[src/rtl/pattern_sweep_seq.sv]
module pattern_sweep_seq #(
  parameter int AW        = 32,
  parameter int BLK_SHIFT = 18,
  parameter int WIN_WORDS = 512,
  parameter int KA_SHIFT  = 10
) (
  input  logic          clk,
  input  logic          rst_n,
  input  logic          start,
  input  logic          full_mode,
  input  logic [AW-1:0] base,
  input  logic [AW-1:0] len,
  output logic          mem_req,
  output logic          mem_we,
  output logic [AW-1:0] mem_addr,
  output logic [31:0]   mem_wdata,
  input  logic [31:0]   mem_rdata,
  input  logic          mem_rvalid,
  output logic          keepalive,
  output logic          done,
  output logic          pass,
  output logic [AW-1:0] fail_addr,
  output logic [31:0]   fail_exp,
  output logic [31:0]   fail_got
);

  localparam logic [AW-1:0] BLK_WORDS = AW'(1) << BLK_SHIFT;
  localparam logic [AW-1:0] WIN_LEN   = AW'(WIN_WORDS);
  localparam logic [AW-1:0] WIN2_OFF  = BLK_WORDS - WIN_LEN;
  localparam logic [2:0]    LAST_PAT  = 3'd6;

  typedef enum logic [2:0] {S_IDLE, S_WR, S_RD, S_WAIT, S_NEXT, S_DONE} st_t;

  st_t           st;
  logic [2:0]    pat;
  logic [AW-1:0] idx, blk, base_r, len_r;
  logic          sel, full_r, pass_r;

  logic [AW-1:0] nblk, win_base, win_len;
  logic [31:0]   idx32, pat_val;
  logic          last_idx, last_win, empty;

  assign nblk     = len_r >> BLK_SHIFT;
  assign win_base = full_r ? base_r : base_r + (blk << BLK_SHIFT) + (sel ? WIN2_OFF : '0);
  assign win_len  = full_r ? len_r : WIN_LEN;
  assign last_idx = (idx == win_len - 1'b1);
  assign last_win = full_r || (sel && blk == nblk - 1'b1);
  assign empty    = full_mode ? (len == '0) : ((len >> BLK_SHIFT) == '0);
  assign idx32    = 32'(idx);

  always_comb begin
    case (pat)
      3'd0:    pat_val = 32'h0000_0000;
      3'd1:    pat_val = 32'hFFFF_FFFF;
      3'd2:    pat_val = 32'h5555_5555;
      3'd3:    pat_val = 32'hAAAA_AAAA;
      3'd4:    pat_val = 32'd1 << idx32[4:0];
      3'd5:    pat_val = idx32;
      default: pat_val = ~idx32;
    endcase
  end

  assign mem_req   = (st == S_WR) || (st == S_RD);
  assign mem_we    = (st == S_WR);
  assign mem_addr  = win_base + idx;
  assign mem_wdata = pat_val;
  assign keepalive = (mem_req && idx[KA_SHIFT-1:0] == '0) || (st == S_NEXT);
  assign done      = (st == S_DONE);
  assign pass      = pass_r;

  always_ff @(posedge clk or negedge rst_n) begin
    if (!rst_n) begin
      st <= S_IDLE; pat <= '0; idx <= '0; blk <= '0; sel <= 1'b0;
      full_r <= 1'b0; base_r <= '0; len_r <= '0; pass_r <= 1'b0;
      fail_addr <= '0; fail_exp <= '0; fail_got <= '0;
    end else begin
      case (st)
        S_IDLE: if (start) begin
          full_r <= full_mode; base_r <= base; len_r <= len;
          pat <= '0; idx <= '0; blk <= '0; sel <= 1'b0; pass_r <= 1'b1;
          st <= empty ? S_DONE : S_WR;
        end
        S_WR: begin
          if (last_idx) begin idx <= '0; st <= S_RD; end
          else idx <= idx + 1'b1;
        end
        S_RD: st <= S_WAIT;
        S_WAIT: if (mem_rvalid) begin
          if (mem_rdata != pat_val) begin
            fail_addr <= mem_addr; fail_exp <= pat_val; fail_got <= mem_rdata;
            pass_r <= 1'b0; st <= S_DONE;
          end else if (last_idx) st <= S_NEXT;
          else begin idx <= idx + 1'b1; st <= S_RD; end
        end
        S_NEXT: begin
          idx <= '0;
          st  <= S_WR;
          if (pat == LAST_PAT) begin
            pat <= '0;
            if (last_win) st <= S_DONE;
            else if (sel) begin sel <= 1'b0; blk <= blk + 1'b1; end
            else sel <= 1'b1;
          end else pat <= pat + 1'b1;
        end
        default: st <= S_IDLE;
      endcase
    end
  end

  AST_DONE_ONE_CYCLE: assert property (@(posedge clk) disable iff (!rst_n)
    done |=> !done);
  AST_READ_THEN_IDLE: assert property (@(posedge clk) disable iff (!rst_n)
    (mem_req && !mem_we) |=> !mem_req);
  AST_WRITE_STEP: assert property (@(posedge clk) disable iff (!rst_n)
    (mem_req && mem_we && $past(mem_req && mem_we)) |-> mem_addr == $past(mem_addr) + 1'b1);
  AST_FULL_IN_RANGE: assert property (@(posedge clk) disable iff (!rst_n)
    (mem_req && full_r) |-> (mem_addr - base_r) < len_r);
  AST_FAIL_ON_READ: assert property (@(posedge clk) disable iff (!rst_n)
    $fell(pass_r) |-> $past(mem_rvalid));
  AST_FAIL_HOLD: assert property (@(posedge clk) disable iff (!rst_n)
    (st == S_IDLE && !start) |=> $stable(fail_addr) && $stable(fail_exp) && $stable(fail_got));

endmodule

[config.mk]
export PLATFORM = sky130hd
export DESIGN_NAME = pattern_sweep_seq
export DESIGN_NICKNAME = d
export VERILOG_FILES = /design/src/rtl/pattern_sweep_seq.sv
export SDC_FILE = /design/constraint.sdc
export NUM_CORES = 1
export LEC_CHECK = 0
export ABC_AREA = 1
export CORE_ASPECT_RATIO = 1.1
export CORE_MARGIN = 2
export CORE_UTILIZATION = 25
export CTS_BUF_LIST = sky130_fd_sc_hd__clkbuf_8 sky130_fd_sc_hd__clkbuf_16
export CTS_CLUSTER_DIAMETER = 200
export DETAILED_ROUTE_END_ITERATION = 16
export PLACE_DENSITY_LB_ADDON = 0.3
export SKIP_CTS_REPAIR_TIMING = 1
export SLEW_MARGIN = 20
export SYNTH_ARGS = -nofsm -noshare
export SYNTH_HDL_FRONTEND = slang
export SYNTH_SLANG_ARGS = --single-unit
export TNS_END_PERCENT = 30
[constraint.sdc]
create_clock -name clk -period 5.6 [get_ports clk]
set_clock_uncertainty 0.05 [all_clocks]
set_input_delay 0.84 -clock clk [delete_from_list [all_inputs] [get_ports clk]]
set_output_delay 0.84 -clock clk [all_outputs]
set_load 0.01 [all_outputs]
======== After elaboration in Yosys (flattened, before gate mapping) ========
Index checks and enable logic that the tools add are counted.
word-level totals
  register bits ........................... 233
  input port bits ......................... 101
  output and inout port bits .............. 165
  logic and storage cells ................. 102
cells by class
  reduce and logical (&&, ||, !) cells .... 21
  equal/unequal tests ..................... 23
  bitwise gates (word level) .............. 1
  mux-type cells .......................... 36
  $add $sub $neg .......................... 8
  shifts and indexed selects .............. 1
operators with widths
  cell                   number
  $mux 32                10
  $pmux 32 s6            1
  $pmux 32 s4            1
  $add 32x1->32 const B  2
  $add 32x32->32         2
  $eq 32x32->1           2
  $logic_not 32->1       2
  $pmux 32 s2            1
  $add 32x18->32         1
  $ne 32x32->1           1
  $not 32->32            1
  $shl 1x5->32 const A   1
  $sub 32x1->32 const B  1
  $mux 3                 10
  $mux 18                1
  $eq 3x3->1 const B     5
  $pmux 3 s5             1
  $sub 14x1->15 const B  1
  $ne 2x2->1 const B     7
  $eq 3x2->1 const B     4
  $logic_not 10->1       1
  $reduce_and 5->1       2
  $mux 1                 8
  $reduce_and 4->1       2
  12 further kinds       22

======== Depth between registers and ports, before layout ========
  depth after elaboration ................. 7
  mapped depth ............................ 29
  depth with buffers taken out ............ 29

======== Worst setup path before layout ========
OpenSTA, ideal clock, no wires.
  path kind ............................... reg2out
  start ................................... register sel
  end ..................................... output port mem_addr[29]
  data arrival time ....................... 3504 ps
  cell stages (with the launch flop) ...... 23
  slack ................................... 1206 ps
  path through ............................ dfrtp_1 ha_1 nand2_1 nand3_1 nand2_1 o21ai_0 inv_1 nor2_1 nor2_1 o21ai_0 nand2_1 nand2_1 xor2_1 mux2i_1 inv_1 ha_1 a21oi_1 o21ai_0 a21oi_1 nor2_1 a2111oi_0 nand3_1 nand2_1
between the ends
  longest elaborated chain between the ends .. 4
RTL lines
  item                    RTL line  RTL
  start, declared         37        logic sel, full_r, pass_r;
  start signal, assigned  73        st <= S_IDLE; pat <= '0; idx <= '0; blk <= '0; sel <= 1'b0;
  start signal, assigned  80        pat <= '0; idx <= '0; blk <= '0; sel <= 1'b0; pass_r <= 1'b1;
  start signal, assigned  101       else if (sel) begin sel <= 1'b0; blk <= blk + 1'b1; end
  $mux 18                 44        assign win_base = full_r ? base_r : base_r + (blk << BLK_SHIFT) + (sel ? WIN2_OFF : '0);
  $add 32x18->32          44
  $mux 32                 44
  $add 32x32->32          65        assign mem_addr = win_base + idx;
  end, declared           15        output logic [AW-1:0] mem_addr,
No other way between the ends.

======== Final worst setup path ========
  start ................................... register sel
  end ..................................... output port mem_addr[25]
Same word-level chain as after synthesis.

==> summary.txt <==
Critical path
  – RR Startpoint: full_r$_DFFE_PN0P_
  – Critical path endpoint category: primary output
  – WP data required: 4.71 ns
  – Stages on the worst setup path: 20
  – Sequence of cells on the critical path: buf_6 -> buf_4 -> fa_2 -> nand3_2 -> nand2_4 -> inv_1 -> o21ai_1 -> a31oi_1 -> or2_2 -> nand3_1 -> o21ai_0 -> inv_1 -> ha_4 -> nand2_1 -> o21ai_0 -> a21oi_1 -> o311ai_2 -> xor2_1 -> buf_4 -> clkdlybuf4s50_1
  – R2r setup slk: between 1 and 1.5 ns
  – Critical path type: reg -> out
  – CP max-delay cell: clkdlybuf4s50_1
  – Setup crit start: sel$_DFFE_PN0P_
  – Delay-heaviest family, CP: buffers and inverters
  – Worst setup SP type: flip-flop
  – CP max FO: 7
  – RR Endpoint: idx[10]$_DFFE_PN0P_
  – CP arrival: about 4.8 ns
  – CP bufs+invs: 6
  – Slowest Stage Delay on Critical Path: ~0.53 ns
  – Worst Setup EP: mem_addr[25]
  – R2r worst-path depth: 19

Global routing
  – Vias in the first global route: between 15k and 20k
  – Antenna violations before repair: 2
  – Busiest grt layer: met2
  – Global routing usage on met2: around a third
  – GRT Resource Usage Total: 18.9%
  – Gr ovfl total: 0
  – Met3 Use GR: 2.61%
  – First-pass GRT wire length: about 110 mm
  – Largest net degree at the start of global routing: 109
  – GR Layer Usage met1: 23.6%

CTS
  – Clock sinks: approximately 230
  – Clock root buffer: clkbuf_16
  – CTS Buffer Depth: 3
  – CTS HTree Levels: 1
  – CTS buffer count: 30
  – CTS tree: yes
  – Worst-skew pair later-pin latency: about 0.6 ns
  – Clk pin slew, worst setup/hold paths: 0.06 ns

Die
  – Area of the core: 74400 um^2
  – I/O pins: roughly 270
  – FP Rows: 105
  – Die width: around 260 um
  – Initial Utilization: 25.1%
  – Die height: between 200 and 300 um
  – Full die area: a little under 80000 um^2

Routing
  – Drt wl/cell: around 18 um
  – Total vias in the final route: 19.9k
  – DRC: 0
  – Final ANT Viol Nets: 0
  – Drt pass-1 iters: 7
  – Drt initial violations: 1474
  – WL final: 75.1 mm
  – DR vias/cell: between 4 and 5

STA
  – Part of the cycle the worst path needs: 101%
  – Worst slew pin tran: 0.998 ns
  – Slew Limit Fails: 0
  – Final Hold Fails: 0
  – Final setup violation count: 1
  – Tmin final: 5.66 ns
  – Setup tns final: -0.0627 ns
  – F_max: 177 MHz
  – Worst hold margin: 0.170 ns
  – Setup slack after layout: -0.0627 ns
  – Max_slew headroom: 33.5%
  – RSZ-0062 raised after global routing: yes

Synth
  – EDFF count, synth: 0
  – Syn avg cell area: 6.33 um^2
  – Gate Count Post-Synth: slightly below 3k
  – Cell variety after synth: 49
  – Syn nets: 3118
  – Async SR Flop Fraction: 100%
  – Sequential area share after synthesis: 31.2%
  – Ys Warns: 0
  – Primary FF master, synth: dfrtp_1
  – Synthesis-stage register bit count: 233
  – Post-Syn Area: approximately 19000 um^2

Placed design
  – Post-Place Cells: approximately 4.1k
  – Port Buf Inserts: around 270
  – Pre-CTS WS: -0.00644 ns
  – Placed Area: roughly 22000 um^2
  – Final Wtd Congestion: roughly 0.93
  – Hpwl dp: about 58 mm

Final layout
  – NumNets Final: approximately 3.4k
  – Area delta synth->final: 28.9%
  – Post-layout util: 32.4%
  – Fraction of layout cells with a size suffix above 1: under 10%
  – Cell Count, Final, Fillers Out: roughly 4.2k
  – Antenna diode count: 0
  – Post-route cell area: 24100 um^2

Power and ir drop
  – PD cells: roughly 470 nW/um^2
  – Final Total Pwr: ~11 mW
  – Leak Pwr: 11.9 nW
  – Max VDD drop: roughly 0.24 mV

Outcome
  – Status: finished with violations
  – Violated checks: negative setup slack

Flow run
  – MaxCap Viol Count: 0

Worst hold path
  – Worst hold path type: in -> async
==> layout by cell type, fill, tap and decap left out, types with 7 or more instances in the layout <==
cell / Yosys / layout
nand2_1: 1102 / 1096
inv_1: 271 / 275
nor2_1: 284 / 271
nand3_1: 264 / 263
clkdlybuf4s50_1: 0 / 255
dfrtp_1: 233 / 232
o21ai_0: 160 / 146
xor2_1: 110 / 106
a21oi_1: 78 / 64
buf_4: 2 / 60
nor3_1: 57 / 54
nand4_1: 46 / 46
ha_1: 63 / 44
xnor2_1: 34 / 33
clkbuf_16: 0 / 31
o21ai_1: 21 / 30
nor4_1: 25 / 24
nand3b_1: 17 / 17
ha_4: 0 / 17
nor2_2: 5 / 15
or2_2: 12 / 12
a21oi_2: 0 / 10
clkbuf_8: 0 / 10
o21bai_1: 9 / 9
nand2_2: 2 / 7
dlymetal6s2s_1: 0 / 7
==> worst min path at each step <==
stage                               end
6_report       fail_got[28]$_DFFE_PN0P_
5_1_grt        fail_got[30]$_DFFE_PN0P_
4_1_cts         fail_exp[2]$_DFFE_PN0P_
3_5_place_dp      len_r[13]$_DFFE_PN0P_
3_3_place_gp      len_r[17]$_DFFE_PN0P_
2_1_floorplan     len_r[11]$_DFFE_PN0P_
==> kinds of logic (layout without fill, tap and decap cells) <==
family / after synthesis / in the layout / share of synthesized area, %
flip-flops: 233 / 233 / 31.2
adder cells (fa/ha/maj): 65 / 65 / 4.43
XOR/XNOR: 146 / 146 / 6.99
AO/OA/AOI/OAI: 293 / 293 / 8.34
AND/OR/NAND/NOR: 1824 / 1824 / 40.6
buffers and inverters: 390 / 660 / 8.36
multiplexers: 1 / 1 / 0.0535
==> registers in the layout, indices dropped and copies added, names as in the netlist, 3 cells and up <==
register	flops
pat	3
blk	32
fail_addr	32
base_r	32
len_r	32
fail_got	32
idx	32
fail_exp	32
st	3
==> layer usage <==
metal  part of all wire (%)  vias up
met4                    3.3        2
met3                    5.2      133
met5                  0.015        -
li1                       -     9959
met1                     43     9215
met2                     49      551
==> cell usage after synthesis, drive strengths merged (2+ instances only) <==
cell    number  area [um^2]
a21o         6         45.0
a21oi       78          390
a31oi        4         25.0
buf         45          268
clkbuf      67          251
clkinv       4         15.0
dfrtp      233         5830
fa           2         40.0
ha          63          788
inv        274         1030
nand2     1105         4160
nand3      268         1360
nand3b      17          128
nand4       46          288
nor2       292         1130
nor3        57          285
nor4        25          156
o211ai       2         15.0
o21a         3         22.5
o21ai      182          915
o21bai       9         67.6
or2         12         75.1
xnor2       34          298
xor2       110          963
==> report_power, final <==
group          switching (mW)  total [mW]  internal (mW)  leakage (nW)
sequential              0.450        2.68           2.23          3.05
combinational            4.11        6.67           2.57          8.29
clock                   0.806        2.06           1.26         0.535
total                    5.36        11.4           6.06          11.9
==> area by class of cell <==
type | instances | area (um^2)
tap | 963 | 1200
timing repair buffer | 329 | 3190
clock buffer | 41 | 913
fill | 8169 | 50300
sequential | 233 | 5830
multi-input combinational | 2329 | 11800
clock inverter | 12 | 131
inverter | 278 | 1040
Note: power is estimated with default switching activity, not from simulation.
